<file path="src/rtl/qmd_pkg.sv">
package qmd_pkg;

  localparam int FLT_W   = 4;
  localparam int FLT_MIN = 3;
  localparam int FLT_MAX = 10;

  localparam int CH_A    = 0;
  localparam int CH_B    = 1;
  localparam int CH_IDX  = 2;
  localparam int CH_HOME = 3;
  localparam int N_CH    = 4;

  typedef enum logic [1:0] {
    SEL_CTRL  = 2'd0,
    SEL_TMO   = 2'd1,
    SEL_CLEAR = 2'd2,
    SEL_NONE  = 2'd3
  } reg_sel_e;

  typedef struct packed {
    logic             wd_en;
    logic             home_en;
    logic             idx_en;
    logic [FLT_W-1:0] flt_len;
  } ctrl_t;

  function automatic logic [FLT_W-1:0] clamp_len(input logic [FLT_W-1:0] v);
    if (v < FLT_W'(FLT_MIN))      return FLT_W'(FLT_MIN);
    else if (v > FLT_W'(FLT_MAX)) return FLT_W'(FLT_MAX);
    else                          return v;
  endfunction

endpackage

</file>
<file path="src/rtl/qmd_filter.sv">
module qmd_filter #(
  parameter int CNT_W = 4
) (
  input  logic             clk,
  input  logic             rst_n,
  input  logic             raw_i,
  input  logic [CNT_W-1:0] len_i,
  output logic             level_o
);

  logic             sync1_q, sync2_q, out_q;
  logic [CNT_W-1:0] cnt_q;
  logic [CNT_W-1:0] cnt_nxt;

  assign cnt_nxt = cnt_q + 1'b1;

  always_ff @(posedge clk or negedge rst_n) begin
    if (!rst_n) begin
      sync1_q <= 1'b0;
      sync2_q <= 1'b0;
      out_q   <= 1'b0;
      cnt_q   <= '0;
    end else begin
      sync1_q <= raw_i;
      sync2_q <= sync1_q;
      if (sync2_q == out_q) begin
        cnt_q <= '0;
      end else if (cnt_nxt >= len_i) begin
        out_q <= sync2_q;
        cnt_q <= '0;
      end else begin
        cnt_q <= cnt_nxt;
      end
    end
  end

  assign level_o = out_q;

  // an accepted level must be the one the synchronizer presented
  AST_FLT_ACCEPT: assert property (@(posedge clk) disable iff (!rst_n)
    !$stable(out_q) |-> (out_q == $past(sync2_q)));

endmodule

</file>
<file path="src/rtl/qmd_decode.sv">
module qmd_decode
  import qmd_pkg::*;
(
  input  logic            clk,
  input  logic            rst_n,
  input  logic [N_CH-1:0] filt_i,
  output logic            step_valid_o,
  output logic            step_up_o,
  output logic            step_bad_o,
  output logic            idx_rise_o,
  output logic            home_rise_o
);

  logic [N_CH-1:0] prev_q;
  logic [N_CH-1:0] chg;

  always_ff @(posedge clk or negedge rst_n) begin
    if (!rst_n) prev_q <= '0;
    else        prev_q <= filt_i;
  end

  assign chg          = filt_i ^ prev_q;
  assign step_valid_o = chg[CH_A] ^ chg[CH_B];
  assign step_bad_o   = chg[CH_A] & chg[CH_B];
  // A leading B: the old A level equals the new B level
  assign step_up_o    = (prev_q[CH_A] == filt_i[CH_B]);
  assign idx_rise_o   = filt_i[CH_IDX]  & ~prev_q[CH_IDX];
  assign home_rise_o  = filt_i[CH_HOME] & ~prev_q[CH_HOME];

endmodule

</file>
<file path="src/rtl/qmd_counter.sv">
module qmd_counter #(
  parameter int POS_W = 16
) (
  input  logic             clk,
  input  logic             rst_n,
  input  logic             step_valid_i,
  input  logic             step_up_i,
  input  logic             step_bad_i,
  input  logic             clr_i,
  input  logic             err_clr_i,
  output logic [POS_W-1:0] pos_o,
  output logic             dir_up_o,
  output logic             err_o
);

  logic [POS_W-1:0] pos_q;
  logic             dir_q, err_q;

  always_ff @(posedge clk or negedge rst_n) begin
    if (!rst_n) begin
      pos_q <= '0;
      dir_q <= 1'b0;
      err_q <= 1'b0;
    end else begin
      if (clr_i)             pos_q <= '0;
      else if (step_valid_i) pos_q <= step_up_i ? pos_q + 1'b1 : pos_q - 1'b1;

      if (step_valid_i) dir_q <= step_up_i;

      if (step_bad_i)     err_q <= 1'b1;
      else if (err_clr_i) err_q <= 1'b0;
    end
  end

  assign pos_o    = pos_q;
  assign dir_up_o = dir_q;
  assign err_o    = err_q;

  AST_STEP_UNIT: assert property (@(posedge clk) disable iff (!rst_n)
    !$past(clr_i) |-> (pos_q == $past(pos_q) || pos_q == $past(pos_q) + 1'b1 ||
                       pos_q == $past(pos_q) - 1'b1));
  AST_BAD_HOLD: assert property (@(posedge clk) disable iff (!rst_n)
    ($past(step_bad_i) && !$past(clr_i)) |-> $stable(pos_q));
  AST_ERR_STICKY: assert property (@(posedge clk) disable iff (!rst_n)
    ($past(err_q) && !$past(err_clr_i)) |-> err_q);
  AST_CLR_WINS: assert property (@(posedge clk) disable iff (!rst_n)
    $past(clr_i) |-> (pos_q == '0));

endmodule

</file>
<file path="src/rtl/qmd_watchdog.sv">
module qmd_watchdog #(
  parameter int WD_W = 16
) (
  input  logic            clk,
  input  logic            rst_n,
  input  logic            en_i,
  input  logic [WD_W-1:0] timeout_i,
  input  logic            reload_i,
  input  logic            step_i,
  input  logic            alarm_clr_i,
  output logic            alarm_o
);

  logic [WD_W-1:0] cnt_q;
  logic            alarm_q;
  logic            fire;

  assign fire = en_i && !step_i && !reload_i && (cnt_q == WD_W'(1));

  always_ff @(posedge clk or negedge rst_n) begin
    if (!rst_n) begin
      cnt_q   <= '0;
      alarm_q <= 1'b0;
    end else begin
      if (!en_i)                  cnt_q <= '0;
      else if (step_i || reload_i) cnt_q <= timeout_i;
      else if (cnt_q != '0)        cnt_q <= cnt_q - 1'b1;

      if (fire)             alarm_q <= 1'b1;
      else if (alarm_clr_i) alarm_q <= 1'b0;
    end
  end

  assign alarm_o = alarm_q;

  AST_ALARM_CAUSE: assert property (@(posedge clk) disable iff (!rst_n)
    $rose(alarm_q) |-> ($past(cnt_q) == WD_W'(1) && $past(en_i)));
  AST_ALARM_STICKY: assert property (@(posedge clk) disable iff (!rst_n)
    ($past(alarm_q) && !$past(alarm_clr_i)) |-> alarm_q);

endmodule

</file>
<file path="src/rtl/quad_motion_decoder.sv">
module quad_motion_decoder
  import qmd_pkg::*;
#(
  parameter int POS_W  = 16,
  parameter int WD_W   = 16,
  parameter int DATA_W = 16
) (
  input  logic              clk,
  input  logic              rst_n,
  input  logic              phase_a_i,
  input  logic              phase_b_i,
  input  logic              index_i,
  input  logic              home_i,
  input  logic              cfg_we_i,
  input  logic [1:0]        cfg_addr_i,
  input  logic [DATA_W-1:0] cfg_wdata_i,
  output logic [POS_W-1:0]  position_o,
  output logic              dir_up_o,
  output logic              step_err_o,
  output logic              wdog_alarm_o
);

  localparam int CTRL_W = $bits(ctrl_t);

  ctrl_t           ctrl_q;
  logic [WD_W-1:0] tmo_q;
  logic            reload_q;
  reg_sel_e        sel;
  logic            wr_ctrl, wr_tmo, wr_clear;
  logic            alarm_clr, err_clr;

  logic [N_CH-1:0] raw, filt;
  logic            step_valid, step_up, step_bad, idx_rise, home_rise, clr_evt;

  assign sel      = reg_sel_e'(cfg_addr_i);
  assign wr_ctrl  = cfg_we_i && (sel == SEL_CTRL);
  assign wr_tmo   = cfg_we_i && (sel == SEL_TMO);
  assign wr_clear = cfg_we_i && (sel == SEL_CLEAR);
  assign alarm_clr = wr_clear && cfg_wdata_i[0];
  assign err_clr   = wr_clear && cfg_wdata_i[1];

  always_ff @(posedge clk or negedge rst_n) begin
    if (!rst_n) begin
      ctrl_q.wd_en   <= 1'b0;
      ctrl_q.home_en <= 1'b0;
      ctrl_q.idx_en  <= 1'b0;
      ctrl_q.flt_len <= FLT_W'(FLT_MIN);
      tmo_q          <= '0;
      reload_q       <= 1'b0;
    end else begin
      if (wr_ctrl) begin
        ctrl_q.wd_en   <= cfg_wdata_i[CTRL_W-1];
        ctrl_q.home_en <= cfg_wdata_i[CTRL_W-2];
        ctrl_q.idx_en  <= cfg_wdata_i[CTRL_W-3];
        ctrl_q.flt_len <= clamp_len(cfg_wdata_i[FLT_W-1:0]);
      end
      if (wr_tmo) tmo_q <= cfg_wdata_i[WD_W-1:0];
      // reload one cycle later so the new register values are in place
      reload_q <= wr_ctrl | wr_tmo;
    end
  end

  assign raw[CH_A]    = phase_a_i;
  assign raw[CH_B]    = phase_b_i;
  assign raw[CH_IDX]  = index_i;
  assign raw[CH_HOME] = home_i;

  for (genvar g = 0; g < N_CH; g++) begin : g_flt
    qmd_filter #(.CNT_W(FLT_W)) u_flt (
      .clk     (clk),
      .rst_n   (rst_n),
      .raw_i   (raw[g]),
      .len_i   (ctrl_q.flt_len),
      .level_o (filt[g])
    );
  end

  qmd_decode u_dec (
    .clk          (clk),
    .rst_n        (rst_n),
    .filt_i       (filt),
    .step_valid_o (step_valid),
    .step_up_o    (step_up),
    .step_bad_o   (step_bad),
    .idx_rise_o   (idx_rise),
    .home_rise_o  (home_rise)
  );

  assign clr_evt = (ctrl_q.idx_en & idx_rise) | (ctrl_q.home_en & home_rise);

  qmd_counter #(.POS_W(POS_W)) u_cnt (
    .clk          (clk),
    .rst_n        (rst_n),
    .step_valid_i (step_valid),
    .step_up_i    (step_up),
    .step_bad_i   (step_bad),
    .clr_i        (clr_evt),
    .err_clr_i    (err_clr),
    .pos_o        (position_o),
    .dir_up_o     (dir_up_o),
    .err_o        (step_err_o)
  );

  qmd_watchdog #(.WD_W(WD_W)) u_wd (
    .clk         (clk),
    .rst_n       (rst_n),
    .en_i        (ctrl_q.wd_en),
    .timeout_i   (tmo_q),
    .reload_i    (reload_q),
    .step_i      (step_valid),
    .alarm_clr_i (alarm_clr),
    .alarm_o     (wdog_alarm_o)
  );

  AST_LEN_RANGE: assert property (@(posedge clk) disable iff (!rst_n)
    (ctrl_q.flt_len >= FLT_W'(FLT_MIN)) && (ctrl_q.flt_len <= FLT_W'(FLT_MAX)));
  AST_IDX_OFF: assert property (@(posedge clk) disable iff (!rst_n)
    ($past(idx_rise) && !$past(ctrl_q.idx_en) && !$past(ctrl_q.home_en) && !$past(step_valid))
      |-> $stable(position_o));

endmodule

</file>
<file path="config.mk">
export PLATFORM = sky130hd
export DESIGN_NAME = quad_motion_decoder
export DESIGN_NICKNAME = d
export VERILOG_FILES = /design/src/rtl/qmd_pkg.sv /design/src/rtl/qmd_filter.sv /design/src/rtl/qmd_decode.sv /design/src/rtl/qmd_counter.sv /design/src/rtl/qmd_watchdog.sv /design/src/rtl/quad_motion_decoder.sv
export SDC_FILE = /design/constraint.sdc
export NUM_CORES = 1
export LEC_CHECK = 0
export ABC_CLOCK_PERIOD_IN_PS = 2600
export BUFFER_PORTS_ARGS = -buffer_cell sky130_fd_sc_hd__buf_2
export CELL_PAD_IN_SITES_DETAIL_PLACEMENT = 0
export CELL_PAD_IN_SITES_GLOBAL_PLACEMENT = 1
export CORE_MARGIN = 2
export CORE_UTILIZATION = 44
export DETAILED_ROUTE_END_ITERATION = 8
export PLACE_DENSITY = 0.78
export SKIP_LAST_GASP = 1
export SYNTH_ARGS = -nofsm -noshare
export SYNTH_HDL_FRONTEND = slang
export SYNTH_HIERARCHICAL = 1
export SYNTH_SLANG_ARGS = --single-unit
</file>
<file path="constraint.sdc">
create_clock -name clk -period 2.6 [get_ports clk]
set_clock_uncertainty 0.1 [all_clocks]
set_input_delay 0.52 -clock clk [delete_from_list [all_inputs] [get_ports clk]]
set_output_delay 0.52 -clock clk [all_outputs]
set_load 0.005 [all_outputs]
</file>
==> impl_metrics.json, run 1 <==
{
  "dp.final_hpwl_um": 7065,
  "antennaDiodeCount": 0,
  "yosysSeqAreaShare": 0.4360,
  "cts_buffer_depth": 2,
  "portBuffers": 43,
  "die-area_um2": 12770,
  "grt_max_degree": 92,
  "ios": 44,
  "end_kind": "flop",
  "regArea_um2": 2280,
  "required_ns": 2.74,
  "clkTransAtPathRegs_ns": 0.07,
  "grt_first_pass_wirelength_um": 17550,
  "syn_area_um2": 5229,
  "cp.arrival_ns": 2.67,
  "syn_inst": 468,
  "drtIter0Drc": 152,
  "synthesis.nets": 531,
  "cts_hold_buf": 0,
  "detail_route.first_pass.iterations": 6,
  "core_area_um2": 11520,
  "grt_pass1_vias": 3651,
  "finalWirelength_um": 10070,
  "die_w_um": 113.0,
  "cts_tree": "done",
  "violations": "design-rule violations",
  "finalCriticalPeriod_ns": 2.532,
  "postLayoutCellArea_um2": 6093,
  "cp_max_fo": 11,
  "setup_viol": 0,
  "maxSlewViolCount": 0,
  "nFillCells": 1033,
  "synth_top_flop_cell": "dfrtp_1",
  "async_reset_ff_frac": 1.000,
  "hold_viol_final": 0,
  "period_share": 0.9739,
  "wl_per_cell_um": 14.87,
  "drc": 1,
  "ant_nets": 0,
  "area_growth_pct": 16.53,
  "multi_input_area_um2": 2850,
  "clk_latency_ns": 0.35,
  "synth_edf_count": 0,
  "rsz0062_at_grt": "true",
  "max_slew_margin": 0.6750,
  "grt_use_total": 0.1731,
  "dieHeight_um": 113.0,
  "synth_cell_types": 70,
  "grt_overflow": 0,
  "min_path_type": "in -> async",
  "ff2ff_setup_slack_ns": 0.07,
  "viasPerCell": 5.304,
  "synth_warnings": 6,
  "cts_htree_levels": 3,
  "cts_sinks": 91,
  "outcome": "complete, but fails checks",
  "fmax_mhz": 394.9,
  "post_synth.cell_area_avg_um2": 11.17,
  "critical_path_class": "reg -> reg",
  "rows": 39,
  "cts_inserted_buffers": 9,
  "ys_seq_elements": 91,
  "via_count": 3591,
  "place_area_um2": 5703,
  "gp_congestion": 0.8039,
  "final_common_cell": "dfrtp_1",
  "cts_root_buf": "clkbuf_16",
  "antenna_found_initial": 0,
  "start_kind": "flop",
  "drive_gt1_frac": 0.2715,
  "maxCapViolCount": 0,
  "fin_nets": 592,
  "layout_common_cells": "89 x dfrtp_1, 62 x nor2_1, 42 x buf_2",
  "initial_utilization": 0.4540,
  "tightest_slew_ns": 0.4875
}
[worst paths after layout]
| kind | startpoint | to | depth (start not counted) |
|---|---|---|---|
| worst max register to register | g_flt[1].u_flt/level_o$_DFFE_PN0P_ | u_cnt/pos_o[14]$_DFFE_PN0P_ | 9 |
| worst max-delay path | g_flt[1].u_flt/level_o$_DFFE_PN0P_ | u_cnt/pos_o[14]$_DFFE_PN0P_ | 9 |
| max in group asynchronous | rst_n | ctrl_q[0]$_DFFE_PN1P_ | 2 |
| min in group clk | index_i | g_flt[2].u_flt/sync1_q$_DFF_PN0_ | 1 |
| worst min register to register | g_flt[1].u_flt/sync1_q$_DFF_PN0_ | g_flt[1].u_flt/sync2_q$_DFF_PN0_ | 0 |
| worst min-delay path | rst_n | tmo_q[12]$_DFFE_PN0P_ | 2 |
[synthesized netlist by cell type (3+ instances only)]
library cell | n | area [um2]
mux2_2 | 12 | 135.1
clkbuf_1 | 4 | 15.01
o21ai_1 | 7 | 35.03
a211oi_1 | 13 | 97.59
xnor2_1 | 19 | 166.4
nand3b_1 | 6 | 45.04
a22o_1 | 5 | 43.79
a2111oi_4 | 4 | 110.1
nor3b_1 | 3 | 22.52
mux2i_1 | 6 | 60.06
dfrtp_1 | 89 | 2227
nor2b_1 | 12 | 75.07
buf_4 | 3 | 22.52
nand3_1 | 15 | 75.07
xor2_1 | 19 | 166.4
a21oi_1 | 13 | 65.06
nand2_1 | 13 | 48.80
nor2_1 | 63 | 236.5
nor3_1 | 4 | 20.02
o21ai_0 | 8 | 40.04
ha_1 | 37 | 462.9
o21bai_1 | 3 | 22.52
inv_1 | 24 | 90.09
nand2b_4 | 4 | 55.05
o21a_1 | 4 | 30.03
a21o_1 | 9 | 67.56
or3_1 | 3 | 18.77
mux2_4 | 14 | 210.2
[metrics by stage]
| stage | worst slack (ns) | hold WS [ns] | TNS (ns) | cells | util |
|---|---|---|---|---|---|
| after CTS | 0.0004898 | 0.1306 | 0 | 676 | 0.5249 |
| after global placement | 0.06552 | 0.2332 | 0 | 660 | 0.4952 |
| final | 0.06794 | 0.1112 | 0 | 677 | 0.5291 |
| after floorplan | 0.04801 | 0.1244 | 0 | 468 | - |
| after detailed placement | 0.003193 | 0.2347 | 0 | 660 | 0.4952 |
| after global routing | -0.1141 | 0.1496 | -0.6313 | 677 | 0.5291 |
[final cells by class]
type                    instances  area share
clock buffers                  10     0.03922
clock inverters                 6     0.01437
inverters                      24     0.01520
multi-input cells             342      0.4678
flip-flops and latches         91      0.3741
well taps                     143     0.02936
repair buffers                 61     0.05996
[per-layer routing]
metal / vias up / wire length (um) / GRT usage
met5: - / 0 / 0
li1: 1797 / - / -
met2: 61 / 4619 / 0.2675
met4: 0 / 191 / 0.08130
met1: 1718 / 4929 / 0.2369
met3: 15 / 327 / 0.03160
[critical path, cell delays in order, from the launching register on]
cell and delay [ns]:
dfrtp_1 0.40, xnor2_2 0.24, inv_4 0.12, buf_4 0.20, ha_1 0.30, nand2_1 0.11
or3_1 0.41, a31oi_2 0.20, nor2_1 0.07, a221o_1 0.27
[repair_timing]
item,CTS,global route
pin swaps,2,5
resized for setup,2,8
setup endpoints to repair,3,8
setup buffers,0,1
gates cloned,0,0
[sequential cells by signal, summed over array words and instances (netlist names), 4 cells and up]
register             count
u_wd/cnt_q              16
g_flt.u_flt/cnt_q       16
g_flt.u_flt/sync1_q      4
u_dec/prev_q             4
tmo_q                   16
g_flt.u_flt/sync2_q      4
g_flt.u_flt/level_o      4
ctrl_q                   7
u_cnt/pos_o             16
[cell families (layout without fill, tap and decap cells)]
logic type	count (synthesis)	count (layout)	share of synthesized area
AND/OR/NAND/NOR	147	147	0.1601
flip-flops	91	91	0.4360
AO/OA/AOI/OAI	87	87	0.1378
adder cells (fa/ha/maj)	38	38	0.09237
XOR/XNOR	38	38	0.06365
buffers and inverters	35	101	0.03254
multiplexers	32	32	0.07753
Power of run 1 is left out: the tool's default activity adds up to more than one toggle a clock period on the data nets, which glitch-free logic cannot reach.
==> run 2, diff against run 1 <==
--- a/config.mk
+++ b/config.mk
@@ -10,11 +10,11 @@
 export CELL_PAD_IN_SITES_DETAIL_PLACEMENT = 0
 export CELL_PAD_IN_SITES_GLOBAL_PLACEMENT = 1
 export CORE_MARGIN = 2
-export CORE_UTILIZATION = 44
+export CORE_UTILIZATION = 43
 export DETAILED_ROUTE_END_ITERATION = 8
-export PLACE_DENSITY = 0.78
+export GPL_TIMING_DRIVEN = 0
+export PLACE_DENSITY = 0.77
 export SKIP_LAST_GASP = 1
 export SYNTH_ARGS = -nofsm -noshare
 export SYNTH_HDL_FRONTEND = slang
-export SYNTH_HIERARCHICAL = 1
 export SYNTH_SLANG_ARGS = --single-unit
==> impl_metrics.json, run 2 <==
{
  "cts_buffer_depth": 2,
  "dp.final_hpwl_um": 7117,
  "core_area_um2": 10980,
  "cp.arrival_ns": 2.72,
  "synth_edf_count": 0,
  "max_slew_margin": 0.6236,
  "cts_tree": "done",
  "tightest_slew_ns": 0.5646,
  "viasPerCell": 5.381,
  "die_w_um": 110.6,
  "synth_common_cells": "89 x dfrtp_1, 41 x ha_1, 40 x nor2_1",
  "gp_congestion": 0.8276,
  "grt_max_degree": 56,
  "syn_inst": 452,
  "antenna_found_initial": 0,
  "maxSlewViolCount": 0,
  "rsz0062_at_grt": "true",
  "detail_route.first_pass.iterations": 4,
  "synth_top_flop_cell": "dfrtp_1",
  "yosys.area.top_type": "dfrtp_1",
  "cts_htree_levels": 3,
  "drive_gt1_frac": 0.2395,
  "yosysSeqAreaShare": 0.4666,
  "via_count": 3562,
  "grt_use_total": 0.1724,
  "drtIter0Drc": 183,
  "syn_area_um2": 4886,
  "critical_path_class": "reg -> reg",
  "ys_seq_elements": 91,
  "clk_latency_ns": 0.35,
  "ios": 44,
  "maxCapViolCount": 0,
  "fmax_mhz": 395.4,
  "antennaDiodeCount": 0,
  "async_reset_ff_frac": 1.000,
  "cp_max_fo": 5,
  "cts_inserted_buffers": 9,
  "place_area_um2": 5314,
  "dieHeight_um": 110.6,
  "rows": 38,
  "post_synth.cell_area_avg_um2": 10.81,
  "synth_cell_types": 49,
  "cts_root_buf": "clkbuf_16",
  "layout_common_cells": "87 x dfrtp_1, 43 x buf_2, 39 x nor2_1",
  "grt_first_pass_wirelength_um": 17110,
  "drc": 0,
  "synth_warnings": 0,
  "fin_nets": 584,
  "initial_utilization": 0.4449,
  "finalCriticalPeriod_ns": 2.529,
  "grt_pass1_vias": 3522,
  "outcome": "complete, no violations",
  "synth_top_area_share": 0.4558,
  "start_kind": "flop",
  "required_ns": 2.79,
  "hold_viol_final": 0,
  "finalWirelength_um": 10210,
  "final_common_cell": "dfrtp_1",
  "synthTopCellsByArea": "dfrtp_1 46%, ha_1 10%, mux2_2 5.8%, xnor2_1 4.1%, xor2_1 3.2%",
  "area_growth_pct": 19.46,
  "min_path_type": "in -> async",
  "ant_nets": 0,
  "period_share": 0.9727,
  "postLayoutCellArea_um2": 5837,
  "synthMostInstantiatedCell": "dfrtp_1",
  "die-area_um2": 12230,
  "cts_sinks": 91,
  "clkTransAtPathRegs_ns": 0.07,
  "portBuffers": 43,
  "setup_viol": 0,
  "grt_overflow": 0,
  "end_kind": "flop",
  "synthesis.nets": 519,
  "wl_per_cell_um": 15.42
}
## run 2: cells by family (layout without fill, tap and decap cells)
family | Yosys count | count (layout) | share of synthesized area
xor gates and xnor gates | 41 | 41 | 0.07349
buffers and inverters | 21 | 91 | 0.01639
AOI/OAI and AO/OA | 91 | 91 | 0.1232
DFF | 91 | 91 | 0.4666
adders and majority gates | 42 | 42 | 0.1091
and+or+nand+nor | 136 | 136 | 0.1434
muxes | 30 | 30 | 0.06786
## run 2: path summary, 6_finish.rpt
kind / slack (ns) / cells past startpoint / end / from
worst min register to register: 0.25 / 0 / g_flt[2].u_flt.sync2_q$_DFF_PN0_ / g_flt[2].u_flt.sync1_q$_DFF_PN0_
worst min-delay path: 0.04 / 1 / u_cnt.pos_o[6]$_DFFE_PN0P_ / rst_n
min in group clk: 0.17 / 1 / g_flt[2].u_flt.sync1_q$_DFF_PN0_ / index_i
worst max-delay path: 0.07 / 10 / u_cnt.pos_o[13]$_DFFE_PN0P_ / u_dec.prev_q[0]$_DFF_PN0_
max in group asynchronous: 1.67 / 2 / ctrl_q[0]$_DFFE_PN1P_ / rst_n
worst max register to register: 0.07 / 10 / u_cnt.pos_o[13]$_DFFE_PN0P_ / u_dec.prev_q[0]$_DFF_PN0_
## run 2: repair_timing
action | 4_1_cts | 5_1_grt
gates resized for setup | 8 | 28
endpoints found under the setup margin | 8 | 23
setup buffers | 1 | 7
pin swaps | 1 | 8
gates cloned | 0 | 2
hold buffers | 0 | 0
## run 2: worst max-delay path, stage by stage, from the launching register on
cell	delay, ns
dfrtp_2	0.45
xnor2_4	0.27
buf_6	0.15
inv_6	0.05
ha_4	0.23
a21o_1	0.20
a21o_1	0.15
a221o_1	0.38
nand4_1	0.12
mux2_4	0.31
nand2_2	0.05
## run 2: cell type report
cell class | count | area [um2]
timing repair buffer | 52 | 309.0
sequential | 91 | 2282
timing repair inverter | 2 | 15.01
tap | 140 | 175.2
inverter | 9 | 38.79
buffer | 12 | 47.55
clock inverter | 6 | 71.32
multi-input combinational | 340 | 2669
fill | 959 | 5146
clock buffer | 10 | 229.0
## run 2: stage by stage
step | hold WS, ns | util | TNS, ns | std cells | setup WS (ns)
floorplan | 0.1244 | - | 0 | 452 | 0.05199
global placement | 0.2314 | 0.4811 | -1.475 | 635 | -0.3284
detailed placement | 0.2355 | 0.4838 | -1.524 | 636 | -0.3264
CTS | 0.04915 | 0.5152 | -0.04474 | 653 | -0.04036
global route | 0.07042 | 0.5314 | -0.1126 | 662 | -0.03230
finish | 0.03942 | 0.5314 | 0 | 662 | 0.07089
## run 2: per-layer routing
| metal | GRT usage | up-vias | routed length [um] |
|---|---|---|---|
| met5 | 0 | - | 0 |
| met4 | 0.07000 | 0 | 143 |
| met3 | 0.02854 | 11 | 269 |
| met2 | 0.2712 | 49 | 4756 |
| met1 | 0.2379 | 1743 | 5036 |
| li1 | - | 1759 | - |
Power of run 2 is left out for the same reason.
